<file path="config.mk">
export PLATFORM = sky130hd
export DESIGN_NAME = irq_tri_bank_ctrl
export DESIGN_NICKNAME = d
export VERILOG_FILES = /design/src/rtl/irqc_pkg.sv /design/src/rtl/irqc_bank.sv /design/src/rtl/irqc_sc_map.sv /design/src/rtl/irqc_regdec.sv /design/src/rtl/irq_tri_bank_ctrl.sv
export SDC_FILE = /design/constraint.sdc
export NUM_CORES = 1
export LEC_CHECK = 0
export BUFFER_PORTS_ARGS = -buffer_cell sky130_fd_sc_hd__buf_2
export CAP_MARGIN = 10
export CORE_MARGIN = 4
export CORE_UTILIZATION = 30
export CTS_CLUSTER_SIZE = 16
export DETAILED_ROUTE_END_ITERATION = 7
export HOLD_SLACK_MARGIN = 0.06
export PLACE_DENSITY_LB_ADDON = 0.1
export REMOVE_ABC_BUFFERS = 1
export SYNTH_ARGS = -nofsm -noshare
export SYNTH_HDL_FRONTEND = slang
export SYNTH_SLANG_ARGS = --single-unit
</file>
<file path="constraint.sdc">
create_clock -name clk -period 2.95 [get_ports clk]
set_clock_uncertainty 0.05 [all_clocks]
set_input_delay 0.1475 -clock clk [delete_from_list [all_inputs] [get_ports clk]]
set_output_delay 0.1475 -clock clk [all_outputs]
set_load 0.005 [all_outputs]
</file>
<file path="src/rtl/irqc_pkg.sv">
package irqc_pkg;

    localparam int unsigned B0_SRC   = 8;
    localparam int unsigned BP_SRC   = 32;
    localparam int unsigned SC1_N    = 5;
    localparam int unsigned SC2_N    = 6;
    localparam int unsigned SUM1_BIT = B0_SRC;
    localparam int unsigned SUM2_BIT = B0_SRC + 1;
    localparam int unsigned SC1_LSB  = B0_SRC + 2;
    localparam int unsigned SC2_LSB  = SC1_LSB + SC1_N;
    localparam int unsigned ST0_W    = SC2_LSB + SC2_N;

    // register byte offsets
    localparam int unsigned OFF_ST0  = 'h00;
    localparam int unsigned OFF_ST1  = 'h04;
    localparam int unsigned OFF_ST2  = 'h08;
    localparam int unsigned OFF_EN1  = 'h10;
    localparam int unsigned OFF_EN2  = 'h14;
    localparam int unsigned OFF_EN0  = 'h18;
    localparam int unsigned OFF_DIS1 = 'h1C;
    localparam int unsigned OFF_DIS2 = 'h20;
    localparam int unsigned OFF_DIS0 = 'h24;

    // source number carried by shortcut slot k of a peripheral bank
    function automatic int unsigned sc_src(input int unsigned bank, input int unsigned k);
        int unsigned r;
        r = 0;
        if (bank == 1) begin
            case (k)
                0: r = 7;
                1: r = 9;
                2: r = 10;
                3: r = 18;
                default: r = 19;
            endcase
        end else begin
            if (k < 5) r = 21 + k;
            else       r = 30;
        end
        return r;
    endfunction

    function automatic int unsigned sc_count(input int unsigned bank);
        return (bank == 1) ? SC1_N : SC2_N;
    endfunction

    function automatic logic [BP_SRC-1:0] sc_mask(input int unsigned bank);
        logic [BP_SRC-1:0] m;
        m = '0;
        for (int unsigned k = 0; k < sc_count(bank); k++) begin
            m[sc_src(bank, k)] = 1'b1;
        end
        return m;
    endfunction

endpackage

</file>
<file path="src/rtl/irqc_bank.sv">
module irqc_bank #(
    parameter int unsigned SRC_W = 32
) (
    input  logic             clk,
    input  logic             rst_n,
    input  logic             set_we,
    input  logic             clr_we,
    input  logic [SRC_W-1:0] wbits,
    input  logic [SRC_W-1:0] raw,
    output logic [SRC_W-1:0] en_q,
    output logic [SRC_W-1:0] pend
);

    always_ff @(posedge clk or negedge rst_n) begin
        if (!rst_n) begin
            en_q <= '0;
        end else if (set_we) begin
            en_q <= en_q | wbits;
        end else if (clr_we) begin
            en_q <= en_q & ~wbits;
        end
    end

    assign pend = raw & en_q;

endmodule

</file>
<file path="src/rtl/irqc_sc_map.sv">
module irqc_sc_map
    import irqc_pkg::*;
#(
    parameter int unsigned BANK  = 1,
    parameter int unsigned SRC_W = 32,
    parameter int unsigned SC_N  = 5
) (
    input  logic [SRC_W-1:0] pend,
    output logic [SC_N-1:0]  sc,
    output logic             summary
);

    localparam logic [SRC_W-1:0] SC_MASK = SRC_W'(sc_mask(BANK));

    for (genvar k = 0; k < SC_N; k++) begin : g_sc
        assign sc[k] = pend[sc_src(BANK, k)];
    end

    assign summary = |(pend & ~SC_MASK);

endmodule

</file>
<file path="src/rtl/irqc_regdec.sv">
module irqc_regdec
    import irqc_pkg::*;
#(
    parameter int unsigned ADDR_W = 6
) (
    input  logic              bus_wr,
    input  logic [ADDR_W-1:0] bus_addr,
    output logic [2:0]        set_we,
    output logic [2:0]        clr_we
);

    always_comb begin
        set_we = '0;
        clr_we = '0;
        if (bus_wr) begin
            case (bus_addr)
                ADDR_W'(OFF_EN0):  set_we[0] = 1'b1;
                ADDR_W'(OFF_EN1):  set_we[1] = 1'b1;
                ADDR_W'(OFF_EN2):  set_we[2] = 1'b1;
                ADDR_W'(OFF_DIS0): clr_we[0] = 1'b1;
                ADDR_W'(OFF_DIS1): clr_we[1] = 1'b1;
                ADDR_W'(OFF_DIS2): clr_we[2] = 1'b1;
                default: ;
            endcase
        end
    end

endmodule

</file>
<file path="src/rtl/irq_tri_bank_ctrl.sv">
module irq_tri_bank_ctrl
    import irqc_pkg::*;
#(
    parameter int unsigned ADDR_W = 6,
    parameter int unsigned DATA_W = 32
) (
    input  logic              clk,
    input  logic              rst_n,
    input  logic              bus_wr,
    input  logic              bus_rd,
    input  logic [ADDR_W-1:0] bus_addr,
    input  logic [DATA_W-1:0] bus_wdata,
    output logic [DATA_W-1:0] bus_rdata,
    input  logic [B0_SRC-1:0] src_b0,
    input  logic [BP_SRC-1:0] src_b1,
    input  logic [BP_SRC-1:0] src_b2,
    output logic              irq_out
);

    logic [2:0]        set_we;
    logic [2:0]        clr_we;
    logic [B0_SRC-1:0] en0_q;
    logic [B0_SRC-1:0] pend0;
    logic [BP_SRC-1:0] en1_q;
    logic [BP_SRC-1:0] pend1;
    logic [BP_SRC-1:0] en2_q;
    logic [BP_SRC-1:0] pend2;
    logic [SC1_N-1:0]  sc1;
    logic [SC2_N-1:0]  sc2;
    logic              sum1;
    logic              sum2;
    logic [ST0_W-1:0]  status0;
    logic [DATA_W-1:0] rd_mux;

    irqc_regdec #(.ADDR_W(ADDR_W)) u_dec (
        .bus_wr   (bus_wr),
        .bus_addr (bus_addr),
        .set_we   (set_we),
        .clr_we   (clr_we)
    );

    irqc_bank #(.SRC_W(B0_SRC)) u_bank0 (
        .clk    (clk),
        .rst_n  (rst_n),
        .set_we (set_we[0]),
        .clr_we (clr_we[0]),
        .wbits  (bus_wdata[B0_SRC-1:0]),
        .raw    (src_b0),
        .en_q   (en0_q),
        .pend   (pend0)
    );

    irqc_bank #(.SRC_W(BP_SRC)) u_bank1 (
        .clk    (clk),
        .rst_n  (rst_n),
        .set_we (set_we[1]),
        .clr_we (clr_we[1]),
        .wbits  (bus_wdata[BP_SRC-1:0]),
        .raw    (src_b1),
        .en_q   (en1_q),
        .pend   (pend1)
    );

    irqc_bank #(.SRC_W(BP_SRC)) u_bank2 (
        .clk    (clk),
        .rst_n  (rst_n),
        .set_we (set_we[2]),
        .clr_we (clr_we[2]),
        .wbits  (bus_wdata[BP_SRC-1:0]),
        .raw    (src_b2),
        .en_q   (en2_q),
        .pend   (pend2)
    );

    irqc_sc_map #(.BANK(1), .SRC_W(BP_SRC), .SC_N(SC1_N)) u_map1 (
        .pend    (pend1),
        .sc      (sc1),
        .summary (sum1)
    );

    irqc_sc_map #(.BANK(2), .SRC_W(BP_SRC), .SC_N(SC2_N)) u_map2 (
        .pend    (pend2),
        .sc      (sc2),
        .summary (sum2)
    );

    assign status0 = {sc2, sc1, sum2, sum1, pend0};
    assign irq_out = |status0;

    always_comb begin
        rd_mux = '0;
        case (bus_addr)
            ADDR_W'(OFF_ST0): rd_mux = DATA_W'(status0);
            ADDR_W'(OFF_ST1): rd_mux = DATA_W'(pend1);
            ADDR_W'(OFF_ST2): rd_mux = DATA_W'(pend2);
            ADDR_W'(OFF_EN0): rd_mux = DATA_W'(en0_q);
            ADDR_W'(OFF_EN1): rd_mux = DATA_W'(en1_q);
            ADDR_W'(OFF_EN2): rd_mux = DATA_W'(en2_q);
            default: ;
        endcase
    end

    always_ff @(posedge clk or negedge rst_n) begin
        if (!rst_n) begin
            bus_rdata <= '0;
        end else if (bus_rd) begin
            bus_rdata <= rd_mux;
        end
    end

endmodule

</file>
# --- Word level (Yosys, flattened, before mapping) ---
# Cells that the tools add are included.
classes:
  n_eq_ne: 8
  n_mux: 15
  n_bitwise: 11
  n_reduce_logical: 7
ops:
  columns: ["op", "n"]
  rows:
  - ["one-hot mux 32 bit (6 select lines)", 1]
  - ["AND 32 bit", 4]
  - ["two-way mux 32 bit", 4]
  - ["OR reduction 72 bit", 1]
  - ["bitwise OR 32 bit", 2]
  - ["inverter 32 bit", 1]
  - ["OR reduction 27 bit", 1]
  - ["OR reduction 26 bit", 1]
  - ["== test 6 x 5 -> 1 bit (second input constant)", 4]
  - ["AND 8 bit", 2]
  - ["two-way mux 8 bit", 2]
  - ["== test 6 bit (second input constant)", 2]
  - ["inverter 8 bit", 1]
  - ["bitwise OR 8 bit", 1]
  - ["== test 6 x 3 -> 1 bit (second input constant)", 1]
  - ["== test 6 x 4 -> 1 bit (second input constant)", 1]
  - ["zero test 6 bit", 1]
  - ["two-way mux 1 bit", 6]
  - ["two-way mux 3 bit", 2]
  - ["nonzero test 2 bit", 3]
word_totals:
  regBits: 104
  inputBits: 114
  out_inout_bits: 33
  word_cells: 45

# --- Longest topological paths before layout ---
# Gate-level depths: netlist (run 1).
depth:
  depth_word: 5
  ltp_mapped: 7
  ltp_nobuf: 5

# --- Modules after synthesis ---
# Synthesis (run 1) repeated with hierarchy kept, for this count alone.
unflattened:
  hier_cells: 575
  area_unflattened_um2: 5968.2
modules_own_cells:
  columns: ["module", "instances", "cells_per_inst", "area_each_um2", "seq_area_each_um2"]
  rows:
  - ["irqc_bank (u_bank1 ...)", 2, 134, 1450.1, 800.8]
  - ["irq_tri_bank_ctrl", 1, 232, 2427.3, 800.8]
  - ["irqc_bank (u_bank0)", 1, 34, 369.1, 200.2]
  - ["irqc_sc_map (u_map2)", 1, 15, 106.4, 0.0]
  - ["irqc_sc_map (u_map1)", 1, 14, 95.1, 0.0]
  - ["irqc_regdec", 1, 12, 70.1, 0.0]

# --- Least setup slack after synthesis (run 1) ---
# Ideal clock, no wire load.
synth_path:
  path_kind: "flip-flop to output port"
  start: "reg (tool-made name)"
  end: "out irq_out"
  t_arrival_ns: 1.486
  required_time_ns: 2.753
  slack_ns: 1.267
  stages_incl_launch_ff: 6
  path_buffers: 0
  cell_sequence: "dfrtp_1 > a22oi_1 > nand4_1 > a2111oi_0 > nand2_1 > or3_1"
synth_lines:
  columns: ["item", "line", "text"]
  rows:
  - ["to (decl)", "irq_tri_bank_ctrl.sv:17", "output logic irq_out"]

==> impl_metrics.yaml, run 1 <==
outcome:
  status: "completed"
clocking:
  clk_pin_slew_ns: 0.07
  cts_buffer_depth: 2
  cts_resized: 0
  cts_num_sinks: 104
  post_cts_buffers: 0
  insertion_delay_ns: 0.36
  cts_hold_buffers: 32
  cts_made_buffers: 9
  cts_tree: "done"
  cts_root_buffer: "clkbuf_16"
  h-tree-depth: 3
synth:
  synth_cells: 548
  async_reset_ff_frac: 1.00
  synth_flop_cell: "dfrtp_1"
  synth_seq_cells: 104
  synth_area_leader_cell: "dfrtp_1"
  synth_top_area_share: 0.474
  synth_cell_types: 50
  synth_edf_count: 0
  syn_area_mm2: 0.00549
  ys_top_cells_by_area: "dfrtp_1 (47%), nand2_1 (8.7%), a22o_1 (6.5%)"
  synth-seq-area-share: 0.474
  synth_warnings: 0
  syn_area_per_cell_um2: 10.0
placed_design:
  placed_cells: 911
  io_buffers: 146
  hpwl_um: 15900
  gp_congestion: 0.906
  post-place-ws_ns: 0.743
sta:
  fmax_mhz: 392
  fin_crit_sh: 0.865
  setup_viol: 0
  final_hold_viol_count: 0
  worst_pin_slew_ns: 0.891
  setup_ws_ns: 0.397
  max_slew_margin: 0.404
  min_period_ns: 2.55
  rsz0062_at_grt: "false"
  slew_viol_final: 0
grt:
  grt_overflow_total: 0
  grt_max_degree: 47
  grt_first_pass_wirelength_um: 33400
  grt_usage: 0.214
  grt_pass1_vias: 5430
  antenna_found_initial: 0
worst_setup_path:
  crit_family: "compound AO/OA/AOI/OAI gates"
  critPathCaptureType: "primary output"
  crit_path_top_delay_cell: "a2111oi_0"
  worstPathCellList: "a22oi_1 > nand4_1 > a2111oi_0 > nand2_1 > or3_1 > buf_2"
  path_buf_inv: 1
  crit_type: "flip-flop to primary output"
  slowest_delay_ns: 0.53
  cp.arrival_ns: 2.36
  cp_max_fo: 4
  start_kind: "flip-flop"
  critPathRequiredTime_ns: 2.75
routing:
  dr.pass1.iters: 5
  ant_nets: 0
  drtIter0Drc: 516
  wl_per_cell_um: 22.7
  drt-met1-wl_um: 9700
  dr.max_layer_used: "met4"
  wl_met2_um: 10400
  via_per_inst: 5.72
  drc_errors: 0
  routed_wl_um: 21800
  dr_wl_met3_um: 1370
  via_count: 5484
final_layout:
  num-nets-final: 839
  num_antenna_cells: 0
  final_cell_mix: "buf_2 (145), nand2_1 (128), dfrtp_1 (104), a22o_1 (41), a21o_1 (33)"
  area_growth_pct: 30.1
  final_layout_size_suffix_gt1_frac: 0.299
  post-route-util: 0.398
  layout_commonest_cell: "buf_2"
  fin_cells: 959
die:
  coreArea_mm2: 0.0180
  start_util: 0.306
  die_area_mm2: 0.0205
  die_width_um: 143
  ios: 147
  fp-row-count: 49
  die_h_um: 143
min_path:
  min_path_type: "input pin to flip-flop"
flow_run:
  drv_cap: 0
power_and_ir_drop:
  leakagePower_nw: 3.51
  ir_drop_mv: 0.315
  power.density_mw_per_mm2: 459
synthesized netlist by cell type (all sizes together), types with 2 or more instances:
cell type,instances
a21o,33
a21oi,9
a221oi,16
a222oi,3
a22o,41
a22oi,27
a32o,2
and3,10
buf,21
clkbuf,12
dfrtp,104
inv,2
mux2,32
nand2,128
nand2b,3
nand3,4
nand3b,2
nand4,10
nor2,14
nor2b,3
nor3,3
nor4,3
nor4b,3
o21ai,6
o221ai,6
o22ai,10
o2bb2ai,22
o32a,3
or4b,2
per-layer routing:
layer / GRT usage / vias to the layer above
li1: - / 2439
met1: 0.298 / 2815
met2: 0.357 / 212
met3: 0.0280 / 18
met4: 0.0525 / 0
met5: 0 / -
cell families (layout without fill, tap and decap cells):
kind of cell,after synthesis,after routing,synth area share
muxes,32,32,0.0656
DFF,104,104,0.474
buffers and inverters,35,217,0.0308
AOI/OAI and AO/OA,184,184,0.267
and+or+nand+nor,192,192,0.161
xor gates and xnor gates,1,1,0.00159
per-stage QoR:
| stage | total power, mW | cell area (um^2) | TNS [ns] | hold WS [ns] |
|---|---|---|---|---|
| 3_5_place_dp | 2.02 | 6530 | 0 | 0.176 |
| 3_3_place_gp | 2.01 | 6530 | 0 | 0.168 |
| 6_report | 3.28 | 7150 | 0 | 0.0721 |
| 5_1_grt | 3.41 | 7150 | 0 | 0.0795 |
| 4_1_cts | 3.31 | 7150 | 0 | 0.0647 |
| 2_1_floorplan | 1.76 | 5330 | -5.64 | -0.198 |
worst register-to-register path, stage by stage (launching register included):
cell and delay [ns]:
dfrtp_1 0.41, a22oi_1 0.29, nand4_1 0.16, a2111oi_0 0.53, nand4_1 0.15, and3_1 0.18
power by group:
group	total, mW	leakage, nW	internal, mW	switching [mW]
sequential	1.58	1.41	1.51	0.0747
combinational	0.442	1.96	0.207	0.235
clock	1.25	0.143	0.707	0.545
path summary, 6_finish.rpt:
check	startpoint	cells past startpoint	slack, ns	endpoint
setup reg to reg	flip-flop	5	1.08	bus_rdata[9]$_DFFE_PN0P_
hold reg to reg	bus_rdata[24]$_DFFE_PN0P_	1	0.44	bus_rdata[24]$_DFFE_PN0P_
setup / recovery	flip-flop	6	0.40	irq_out
hold / removal	bus_wdata[0]	2	0.07	flip-flop
max in group asynchronous	rst_n	3	1.60	asynchronous set/reset pin
min in group asynchronous	rst_n	2	0.31	asynchronous set/reset pin
area by class of cell:
| class | instances | area [um^2] |
|---|---|---|
| clock inverters | 2 | 37.5 |
| clock buffers | 14 | 264 |
| well taps | 229 | 287 |
| fillers | 1831 | 10800 |
| flip-flops and latches | 104 | 2600 |
| repair buffers | 199 | 1210 |
| inverters | 2 | 7.51 |
| multi-input cells | 409 | 2740 |
Note: power is estimated with default switching activity, not from simulation.
==> run 2: changes to the inputs <==
Clock period 2.95 ns to 2.6 ns, I/O delays scaled along.
==> impl_metrics.yaml, run 2 (synthesis gave the netlist of run 1 again) <==
final_layout:
  layout_commonest_cell: "buf_2"
  fill_cells: 1857
  final_layout_size_suffix_gt1_frac: 0.305
  final_cell_mix: "buf_2 (145), nand2_1 (128), dfrtp_1 (104), a22o_1 (41)"
  num_antenna_cells: 0
  num-nets-final: 843
  area_growth_pct: 31.1
  post-route-util: 0.401
routing:
  routed_wl_um: 21600
  dr.pass1.iters: 5
  via_per_inst: 5.52
  drc_errors: 0
  drtIter0Drc: 380
  ant_nets: 0
  via_count: 5309
  wl_per_cell_um: 22.4
sta:
  worst_pin_slew_ns: 0.711
  fmax_mhz: 412
  fin_crit_sh: 0.933
  setup_viol: 0
  max_slew_margin: 0.524
  min_period_ns: 2.42
  slew_viol_final: 0
  rsz0062_at_grt: "false"
  final_hold_viol_count: 0
worst_setup_path:
  r2r_slack_ns: 0.84
  cp_max_fo: 4
  critPathRequiredTime_ns: 2.42
  critPathCaptureType: "primary output"
  crit_type: "flip-flop to primary output"
  start_kind: "flip-flop"
  cp.arrival_ns: 2.24
placed_design:
  io_buffers: 146
  hpwl_um: 15700
  gp_congestion: 0.954
flow_run:
  drv_cap: 0
grt:
  grt_max_degree: 51
  antenna_found_initial: 0
  grt_pass1_vias: 5425
  grt_overflow_total: 0
  grt_usage: 0.212
  grt_first_pass_wirelength_um: 33000
power_and_ir_drop:
  leakagePower_nw: 3.55
  power.density_mw_per_mm2: 519
  power.total_mw: 3.74
  ir_drop_mv: 0.342
clocking:
  cts_made_buffers: 9
  cts_root_buffer: "clkbuf_16"
  clk_pin_slew_ns: 0.07
  h-tree-depth: 3
  cts_tree: "done"
  insertion_delay_ns: 0.36
  post_cts_buffers: 0
  cts_buffer_depth: 2
  cts_num_sinks: 104
die:
  coreArea_mm2: 0.0180
  die_width_um: 143
  fp-row-count: 49
  start_util: 0.306
  die_h_um: 143
  die_area_mm2: 0.0205
  ios: 147
min_path:
  min_path_type: "input pin to flip-flop"
  hp-start: "src_b1[22]"
outcome:
  status: "completed"
## run 2: path summary, 6_finish.rpt
path | end | cells past startpoint
hold / removal | bus_rdata[22]$_DFFE_PN0P_ | 4
setup reg to reg | bus_rdata[9]$_DFFE_PN0P_ | 5
max in group asynchronous | asynchronous set/reset pin | 3
setup / recovery | irq_out | 6
min in group asynchronous | bus_rdata[12]$_DFFE_PN0P_ | 2
hold reg to reg | bus_rdata[31]$_DFFE_PN0P_ | 1
## run 2: where the power goes
| group | total [mW] | switching, mW | internal [mW] | leakage, nW |
|---|---|---|---|---|
| registers | 1.79 | 0.0835 | 1.71 | 1.41 |
| clock network | 1.44 | 0.620 | 0.818 | 0.151 |
| logic | 0.508 | 0.268 | 0.240 | 1.98 |
## run 2: final cells by class
cell class	instances	area [um^2]	share of cell area
inverter	2	7.51	0.00104
multi-input combinational	409	2740	0.381
clock buffer	12	267	0.0370
sequential	104	2600	0.361
tap	229	287	0.0398
timing repair buffer	203	1260	0.174
clock inverter	2	38.8	0.00539
## run 2: metal layers
metal / track usage / wire [um] / vias to the layer above / share of wire
met2: 0.354 / 10400 / 149 / 0.48
met3: 0.0389 / 1150 / 17 / 0.053
met4: 0.0426 / 223 / 0 / 0.010
met1: 0.291 / 9850 / 2702 / 0.46
li1: - / - / 2441 / -
met5: 0 / 0 / - / 0
## run 2: critical path, cell delays in order (launching register included)
cell,delay (ns)
dfrtp_1,0.41
a22oi_1,0.28
nand4_1,0.21
a2111oi_2,0.39
nand2_1,0.10
or3_1,0.34
buf_2,0.14
## run 2: per-stage QoR
| step | hold WS, ns | std cells | setup WS, ns | cell area, um^2 | setup TNS (ns) |
|---|---|---|---|---|---|
| 6_report | 0.119 | 961 | 0.175 | 7200 | 0 |
| 5_1_grt | 0.134 | 961 | 0.00409 | 7200 | 0 |
| 4_1_cts | 0.113 | 961 | 0.0160 | 7200 | 0 |
| 2_1_floorplan | -0.216 | 515 | -0.557 | 5330 | -17.63 |
| 3_3_place_gp | 0.0389 | 914 | 0.387 | 6560 | 0 |
| 3_5_place_dp | 0.0375 | 914 | 0.323 | 6560 | 0 |
## run 2: timing repair
action | in CTS | in global routing
hold buffers | 33 | 0
gates cloned | 0 | 0
hold endpoints to repair | 108 | 0
gates resized for setup | 1 | 1
setup endpoints to repair | 1 | 1
